===== config.mk =====
export PLATFORM = sky130hd
export DESIGN_NAME = sram_async_ctrl
export DESIGN_NICKNAME = d
export VERILOG_FILES = /design/src/rtl/sram_ctrl_pkg.sv /design/src/rtl/sram_wait_cnt.sv /design/src/rtl/sram_seq_fsm.sv /design/src/rtl/sram_pin_regs.sv /design/src/rtl/sram_async_ctrl.sv
export SDC_FILE = /design/constraint.sdc
export NUM_CORES = 1
export LEC_CHECK = 0
export ABC_AREA = 1
export BUFFER_PORTS_ARGS = -buffer_cell sky130_fd_sc_hd__buf_2
export CAP_MARGIN = 20
export CORE_AREA = 2 2 64 66
export CTS_BUF_LIST = sky130_fd_sc_hd__clkbuf_16
export CTS_CLUSTER_DIAMETER = 40
export DETAILED_ROUTE_END_ITERATION = 8
export DIE_AREA = 0 0 66 68
export HOLD_SLACK_MARGIN = 0.15
export PLACE_DENSITY = 0.83
export SLEW_MARGIN = 15
export SYNTH_ARGS = -nofsm -noshare
export SYNTH_HDL_FRONTEND = slang
export SYNTH_HIERARCHICAL = 1
export SYNTH_SLANG_ARGS = --single-unit

===== constraint.sdc =====
create_clock -name clk -period 2 [get_ports clk]
set_input_delay 0.6 -clock clk [delete_from_list [all_inputs] [get_ports clk]]
set_output_delay 0.6 -clock clk [all_outputs]
set_load 0.01 [all_outputs]

===== src/rtl/sram_ctrl_pkg.sv =====
package sram_ctrl_pkg;

  typedef enum logic [2:0] {
    ST_IDLE = 3'd0,
    ST_TURN = 3'd1,
    ST_RD   = 3'd2,
    ST_WSET = 3'd3,
    ST_WPUL = 3'd4,
    ST_WHLD = 3'd5
  } sram_st_e;

  // round a window in ns up to whole clock periods
  function automatic int ns_to_cyc(input int ns, input int period_ns);
    if (ns <= 0) return 0;
    return (ns + period_ns - 1) / period_ns;
  endfunction

  function automatic int imax(input int a, input int b);
    return (a > b) ? a : b;
  endfunction

endpackage


===== src/rtl/sram_wait_cnt.sv =====
module sram_wait_cnt #(
  parameter int CNT_W = 4
) (
  input  logic             clk,
  input  logic             rst,
  input  logic             load,
  input  logic [CNT_W-1:0] load_val,
  output logic             expired
);
  logic [CNT_W-1:0] cnt;

  always_ff @(posedge clk) begin
    if (rst)
      cnt <= '0;
    else if (load)
      cnt <= load_val;
    else if (cnt != '0)
      cnt <= cnt - 1'b1;
  end

  assign expired = (cnt == '0);
endmodule


===== src/rtl/sram_seq_fsm.sv =====
module sram_seq_fsm
  import sram_ctrl_pkg::*;
#(
  parameter int CNT_W    = 4,
  parameter int RD_CYC   = 1,
  parameter int AS_CYC   = 0,
  parameter int WP_CYC   = 1,
  parameter int HOLD_CYC = 1,
  parameter int TA_CYC   = 1
) (
  input  logic             clk,
  input  logic             rst,
  input  logic             req,
  input  logic             req_we,
  input  logic             cnt_expired,
  output sram_st_e         state,
  output sram_st_e         nxt,
  output logic             accept,
  output logic             cnt_load,
  output logic [CNT_W-1:0] cnt_val
);
  logic pend_we;
  logic last_wr;
  logic have_last;
  logic start_we;
  logic need_turn;

  assign accept    = (state == ST_IDLE) && req;
  assign start_we  = (state == ST_IDLE) ? req_we : pend_we;
  assign need_turn = have_last && (last_wr != req_we);

  always_comb begin
    nxt      = state;
    cnt_load = 1'b0;
    cnt_val  = '0;
    case (state)
      ST_IDLE: begin
        if (req) begin
          cnt_load = 1'b1;
          if (need_turn) begin
            nxt     = ST_TURN;
            cnt_val = CNT_W'(TA_CYC - 1);
          end else if (!start_we) begin
            nxt     = ST_RD;
            cnt_val = CNT_W'(RD_CYC - 1);
          end else if (AS_CYC > 0) begin
            nxt     = ST_WSET;
            cnt_val = CNT_W'(imax(AS_CYC - 1, 0));
          end else begin
            nxt     = ST_WPUL;
            cnt_val = CNT_W'(WP_CYC - 1);
          end
        end
      end
      ST_TURN: begin
        if (cnt_expired) begin
          cnt_load = 1'b1;
          if (!start_we) begin
            nxt     = ST_RD;
            cnt_val = CNT_W'(RD_CYC - 1);
          end else if (AS_CYC > 0) begin
            nxt     = ST_WSET;
            cnt_val = CNT_W'(imax(AS_CYC - 1, 0));
          end else begin
            nxt     = ST_WPUL;
            cnt_val = CNT_W'(WP_CYC - 1);
          end
        end
      end
      ST_RD: begin
        if (cnt_expired) nxt = ST_IDLE;
      end
      ST_WSET: begin
        if (cnt_expired) begin
          nxt      = ST_WPUL;
          cnt_load = 1'b1;
          cnt_val  = CNT_W'(WP_CYC - 1);
        end
      end
      ST_WPUL: begin
        if (cnt_expired) begin
          nxt      = ST_WHLD;
          cnt_load = 1'b1;
          cnt_val  = CNT_W'(HOLD_CYC - 1);
        end
      end
      ST_WHLD: begin
        if (cnt_expired) nxt = ST_IDLE;
      end
      default: nxt = ST_IDLE;
    endcase
  end

  always_ff @(posedge clk) begin
    if (rst) begin
      state     <= ST_IDLE;
      pend_we   <= 1'b0;
      last_wr   <= 1'b0;
      have_last <= 1'b0;
    end else begin
      state <= nxt;
      if (accept) begin
        pend_we   <= req_we;
        last_wr   <= req_we;
        have_last <= 1'b1;
      end
    end
  end

  // a turnaround period is entered only from idle, never mid-access
  a_r7_turn_from_idle: assert property (@(posedge clk) disable iff (rst)
    (state == ST_TURN) && ($past(state) != ST_TURN) |-> $past(state) == ST_IDLE);
endmodule


===== src/rtl/sram_pin_regs.sv =====
module sram_pin_regs
  import sram_ctrl_pkg::*;
#(
  parameter int ADDR_W = 15,
  parameter int DATA_W = 8
) (
  input  logic              clk,
  input  logic              rst,
  input  sram_st_e          state,
  input  sram_st_e          nxt,
  input  logic              accept,
  input  logic [ADDR_W-1:0] req_addr,
  input  logic [DATA_W-1:0] req_wdata,
  input  logic [DATA_W-1:0] mem_dq_in,
  output logic [DATA_W-1:0] rd_data,
  output logic              rd_valid,
  output logic              busy,
  output logic              mem_cs_n,
  output logic              mem_we_n,
  output logic              mem_oe_n,
  output logic [ADDR_W-1:0] mem_addr,
  output logic [DATA_W-1:0] mem_dq_out,
  output logic              mem_dq_oe
);
  logic rd_done;
  assign rd_done = (state == ST_RD) && (nxt == ST_IDLE);

  always_ff @(posedge clk) begin
    if (rst) begin
      mem_cs_n  <= 1'b1;
      mem_we_n  <= 1'b1;
      mem_oe_n  <= 1'b1;
      mem_dq_oe <= 1'b0;
      busy      <= 1'b0;
      rd_valid  <= 1'b0;
    end else begin
      mem_cs_n  <= !(nxt inside {ST_RD, ST_WSET, ST_WPUL});
      mem_we_n  <= !(nxt == ST_WPUL);
      mem_oe_n  <= !(nxt == ST_RD);
      mem_dq_oe <= (nxt inside {ST_WSET, ST_WPUL, ST_WHLD});
      busy      <= (nxt != ST_IDLE);
      rd_valid  <= rd_done;
    end
  end

  always_ff @(posedge clk) begin
    if (rst) begin
      mem_addr   <= '0;
      mem_dq_out <= '0;
      rd_data    <= '0;
    end else begin
      if (accept) begin
        mem_addr   <= req_addr;
        mem_dq_out <= req_wdata;
      end
      if (rd_done) rd_data <= mem_dq_in;
    end
  end

  // driver never fights the memory's read drivers
  a_r8_no_contention: assert property (@(posedge clk) disable iff (rst)
    !(mem_dq_oe && !mem_cs_n && !mem_oe_n && mem_we_n));
  // output enable high and select low while the write strobe is low
  a_r4_strobe_qualified: assert property (@(posedge clk) disable iff (rst)
    !mem_we_n |-> (mem_oe_n && !mem_cs_n));
  // data driven during the pulse and still driven one cycle after it
  a_r6_drive_in_pulse: assert property (@(posedge clk) disable iff (rst)
    !mem_we_n |-> mem_dq_oe);
  a_r6_hold_after_pulse: assert property (@(posedge clk) disable iff (rst)
    $rose(mem_we_n) |-> mem_dq_oe);
  a_r6_stable_in_pulse: assert property (@(posedge clk) disable iff (rst)
    (!mem_we_n && !$past(mem_we_n)) |-> ($stable(mem_addr) && $stable(mem_dq_out)));
  // valid is a single-cycle pulse ending the access
  a_r3_valid_pulse: assert property (@(posedge clk) disable iff (rst)
    rd_valid |=> !rd_valid);
  a_r3_valid_ends_busy: assert property (@(posedge clk) disable iff (rst)
    rd_valid |-> !busy && $past(busy));
  // standby whenever not busy
  a_r2_standby: assert property (@(posedge clk) disable iff (rst)
    !busy |-> (mem_cs_n && mem_we_n && !mem_dq_oe));
endmodule


===== src/rtl/sram_async_ctrl.sv =====
module sram_async_ctrl
  import sram_ctrl_pkg::*;
#(
  parameter int ADDR_W        = 15,
  parameter int DATA_W        = 8,
  parameter int CLK_PERIOD_NS = 20,
  parameter int T_RC_NS       = 15,
  parameter int T_AA_NS       = 15,
  parameter int T_OE_NS       = 7,
  parameter int T_WC_NS       = 15,
  parameter int T_AW_NS       = 10,
  parameter int T_WP_NS       = 10,
  parameter int T_DW_NS       = 7,
  parameter int T_AS_NS       = 0,
  parameter int T_WR_NS       = 0,
  parameter int T_DH_NS       = 0,
  parameter int TURN_CYC      = 1
) (
  input  logic              clk,
  input  logic              rst,
  input  logic              req,
  input  logic              req_we,
  input  logic [ADDR_W-1:0] req_addr,
  input  logic [DATA_W-1:0] req_wdata,
  output logic [DATA_W-1:0] rd_data,
  output logic              rd_valid,
  output logic              busy,
  output logic              mem_cs_n,
  output logic              mem_we_n,
  output logic              mem_oe_n,
  output logic [ADDR_W-1:0] mem_addr,
  output logic [DATA_W-1:0] mem_dq_out,
  output logic              mem_dq_oe,
  input  logic [DATA_W-1:0] mem_dq_in
);
  localparam int P        = CLK_PERIOD_NS;
  localparam int RD_CYC   = imax(imax(ns_to_cyc(T_AA_NS, P), ns_to_cyc(T_RC_NS, P)),
                                 imax(ns_to_cyc(T_OE_NS, P), 1));
  localparam int AS_CYC   = ns_to_cyc(T_AS_NS, P);
  localparam int WP_CYC   = imax(imax(ns_to_cyc(T_WP_NS, P), ns_to_cyc(T_DW_NS, P)),
                                 imax(ns_to_cyc(T_AW_NS, P) - AS_CYC, 1));
  localparam int HOLD_CYC = imax(imax(ns_to_cyc(T_WR_NS, P), ns_to_cyc(T_DH_NS, P)),
                                 imax(ns_to_cyc(T_WC_NS, P) - AS_CYC - WP_CYC, 1));
  localparam int TA_CYC   = imax(TURN_CYC, 1);
  localparam int MAX_CYC  = imax(imax(RD_CYC, AS_CYC), imax(imax(WP_CYC, HOLD_CYC), TA_CYC));
  localparam int CNT_W    = $clog2(MAX_CYC + 1);

  sram_st_e         state, nxt;
  logic             accept, cnt_load, cnt_expired;
  logic [CNT_W-1:0] cnt_val;

  sram_wait_cnt #(.CNT_W(CNT_W)) i_wait (
    .clk(clk), .rst(rst), .load(cnt_load), .load_val(cnt_val), .expired(cnt_expired)
  );

  sram_seq_fsm #(
    .CNT_W(CNT_W), .RD_CYC(RD_CYC), .AS_CYC(AS_CYC), .WP_CYC(WP_CYC),
    .HOLD_CYC(HOLD_CYC), .TA_CYC(TA_CYC)
  ) i_fsm (
    .clk(clk), .rst(rst), .req(req), .req_we(req_we), .cnt_expired(cnt_expired),
    .state(state), .nxt(nxt), .accept(accept), .cnt_load(cnt_load), .cnt_val(cnt_val)
  );

  sram_pin_regs #(.ADDR_W(ADDR_W), .DATA_W(DATA_W)) i_pins (
    .clk(clk), .rst(rst), .state(state), .nxt(nxt), .accept(accept),
    .req_addr(req_addr), .req_wdata(req_wdata), .mem_dq_in(mem_dq_in),
    .rd_data(rd_data), .rd_valid(rd_valid), .busy(busy),
    .mem_cs_n(mem_cs_n), .mem_we_n(mem_we_n), .mem_oe_n(mem_oe_n),
    .mem_addr(mem_addr), .mem_dq_out(mem_dq_out), .mem_dq_oe(mem_dq_oe)
  );

  // pulse-width checker: counts low cycles of the write strobe
  logic [CNT_W:0] wlow_cnt;
  always_ff @(posedge clk) begin
    if (rst) wlow_cnt <= '0;
    else if (!mem_we_n) wlow_cnt <= wlow_cnt + 1'b1;
    else wlow_cnt <= '0;
  end

  // strobe low for exactly the computed number of cycles
  a_r5_pulse_width: assert property (@(posedge clk) disable iff (rst)
    $rose(mem_we_n) |-> wlow_cnt == (CNT_W+1)'(WP_CYC));
  a_r5_no_overrun: assert property (@(posedge clk) disable iff (rst)
    wlow_cnt <= (CNT_W+1)'(WP_CYC));
  // an accepted request raises busy on the next cycle
  a_r9_busy_rise: assert property (@(posedge clk) disable iff (rst)
    (req && !busy) |=> busy);
endmodule


==> flow_summary_export.csv <==
group,metric,value,unit
run_status,run_status,"finished, final reports clean",
logic_synthesis,synth-seq-cells,43,
critical_path,path_cells,"inv_2 > nand3_2 > nor2_1 > nand2_1 > nand2_1 > nor2_2 > inv_2 > nor3_4 > buf_4 > nand3_1 > nand2_1 > nor2_1",
clocking,cts_made_buffers,5,
critical_path,reg2reg_depth,12,
global_route,grt_start_max_net_pins,26,
logic_synthesis,syn_inst,239,
placement,place_inst,354,
clocking,cts_root_buffer,"clkbuf_16",
timing,fin_ws,0.193,ns
clocking,htreeDepth,2,
flow_run,drv_cap,0,
layout,antenna_cells,0,
logic_synthesis,yosys.cell_types.count,24,
route,drc,0,
timing,timing.setup.tns,0,ns
pwr,power,4.11,mW
die,start_util,45.2,%
timing,slew_headroom,56.3,%
route,finalWirelength,3700,µm
layout,nNetsFinal,348,
clocking,cts_tree,"yes",
pwr,power_density,1790,nW/µm²
route,drtIter0Drc,89,
timing,hold_viol_final,0,
die,dieArea,4490,µm²
logic_synthesis,synth_common_cells,"70 x nor2_1, 43 x dfxtp_1, 30 x nand2_1",
logic_synthesis,async_flop_share,0,%
logic_synthesis,synth_ff_type,"dfxtp_1",
min_path,min_path_cells,2,
critical_path,crit_family,"simple AND/OR/NAND/NOR gates",
die,fp.dieW,66,µm
pwr,power_switching,1.71,mW
die,die_h,68,µm
route,post_drt_wl_per_cell,10.2,µm
timing,max_freq,553,MHz
timing,skew,0.00468,ns
clocking,worstSkewPairLatency,0.28,ns
timing,rsz0062_at_grt,"no",
logic_synthesis,synth_most_common_cell,"nor2_1",
placement,port_buffers,71,
route,via_per_inst,4.64,
route,dr_total_vias,1690,
logic_synthesis,synthTopCellsByArea,"dfxtp_1 49%, nor2_1 15%, nand2_1 6.5%",
critical_path,crit_fanout,8,
logic_synthesis,synth_seq_area_share,49.4,%
die,core,3860,µm²
placement,hpwl,2640,µm
global_route,gr-total-overflow,0,
pwr,pwr-share-seq,33.9,%
critical_path,crit_path_start_kind,"flop",
global_route,antenna_found_initial,0,
timing,hold-worst-slack,0.472,ns
layout,area_growth_syn_to_layout,31.9,%
pwr,leakage,1.21,nW
placement,gp_congestion,0.753,
logic_synthesis,yosysTopAreaCellShare,49.4,%
pwr,swShare,41.5,%
route,antenna_left,0,
timing,tightestPinTransition,0.655,ns
logic_synthesis,syn-num-nets,274,
clocking,cts.clk_slew.worst_paths,0.06,ns
critical_path,timing.critical_path.mode_cell,"nand2_1",
pwr,vdd_drop_max,0.00110,V
logic_synthesis,synth-edff-count,0,
critical_path,end_kind,"flop",
route,first_pass_iters,4,
critical_path,required,2.17,ns
critical_path,critPathMaxStageDelay,0.50,ns
critical_path,cp.depth,12,
die,num_io_pins,72,
pwr,p_comb_share,47.6,%
layout,drive_above_1_share,31.2,%
placement,place_ws,0.0201,ns
global_route,track_usage,17.1,%
min_path,hp-class,"reg2reg",
clocking,clock-sinks,43,
critical_path,slowest_stage,"dfxtp_1",
logic_synthesis,syn_area_per_cell,7.30,µm²
layout,fin_cells,364,
critical_path,crit_arrival,1.98,ns
pwr,clockPowerShare,18.4,%
timing,drv_slew,0,
logic_synthesis,syn-cell-area,1740,µm²
timing,period_minus_slack,1.81,ns
clocking,cts_buffer_depth,2,
global_route,grt_pass1_wl,5930,µm
die,rows,23,
timing,post-route-period-util,90.4,%
critical_path,crit_type,"reg2reg",
global_route,grt_pass1_vias,1442,
pwr,p_int,2.40,mW
critical_path,path_buf_inv,3,
timing,setup_violations,0,
logic_synthesis,synth_top_area_cell,"dfxtp_1",
logic_synthesis,synth_warnings,6,
[metal layers]
layer  GRT usage [%]  wire length [µm]  share of wire [%]  vias up
li1                -                 -                  -      895
met1            20.0              1700                 46      735
met2            29.0              1690                 46       57
met3            5.43               266                7.2        3
met4            7.65                34               0.92        0
met5               0                 0                  0        -
[kinds of logic (layout without fill, tap and decap cells)]
kind of cell	count (synthesis)	count (layout)	share of synthesized area, %
flops	43	43	49.4
buf+inv	35	110	8.39
compound gates	34	34	10.0
other cells	1	1	0.215
simple gates	126	126	32.0
[cell type report]
type	instances	area (µm²)
multi-input combinational	161	737
clock buffer	5	125
tap	50	62.6
fill	354	1560
clock inverter	3	15.0
inverter	27	101
timing repair buffer	75	398
sequential	43	861
[path summary, 6_finish.rpt]
path	startpoint	end	slack, ns
max	i_fsm/state[2]$_SDFF_PP0_	i_pins/rd_data[5]$_SDFFE_PP0P_	0.19
min	i_fsm/have_last$_SDFFE_PP0P_	i_fsm/have_last$_SDFFE_PP0P_	0.47
max reg2reg	i_fsm/state[2]$_SDFF_PP0_	i_pins/rd_data[5]$_SDFFE_PP0P_	0.19
min reg2reg	i_fsm/have_last$_SDFFE_PP0P_	i_fsm/have_last$_SDFFE_PP0P_	0.47
[stage by stage]
stage / area, µm² / utilization (%)
final: 2300 / 59.6
after detailed placement: 2140 / 55.6
after global routing: 2300 / 59.6
after floorplan: 1740 / -
after global placement: 2140 / 55.6
after CTS: 2280 / 59.2
[worst reg2reg max path: stages, from the launching register on]
cell     delay (ns)
dfxtp_1        0.50
inv_2          0.11
nand3_2        0.14
nor2_1         0.06
nand2_1        0.05
nand2_1        0.05
nor2_2         0.15
inv_2          0.09
nor3_4         0.19
buf_4          0.15
nand3_1        0.07
nand2_1        0.09
nor2_1         0.04
[state kept, by name, summed over array words and instances, names as in the netlist, 3 cells and up]
name and flops:
i_fsm/state 3, i_pins/mem_addr 15, i_pins/rd_data 8, i_pins/mem_dq_out 8
[power by group through the flow]
stage	Clock [mW]	Sequential, mW	Combinational [mW]
after CTS	0.788	1.39	1.87
after global placement	0	1.40	1.82
final	0.758	1.39	1.96
after floorplan	0	1.53	1.19
after detailed placement	0	1.41	1.85
after global routing	0.821	1.43	2.22
[layout by cell type, fill, tap and decap left out, types with 5 or more instances in the layout]
cell and count:
nand3_1 12, nand2_1 30, inv_1 19, inv_2 7, nor2_2 5, o21ai_1 9, dfxtp_1 43, nor2_1 70
o21ai_0 20, buf_2 71, clkbuf_16 5
[repair_timing]
item	CTS	global route
buffers inserted	0	2
endpoints found under the setup margin	0	8
hold endpoints to repair	0	0
resized for setup	0	0
hold buffers	0	0
No activity file was read; power rests on OpenSTA's default activity.
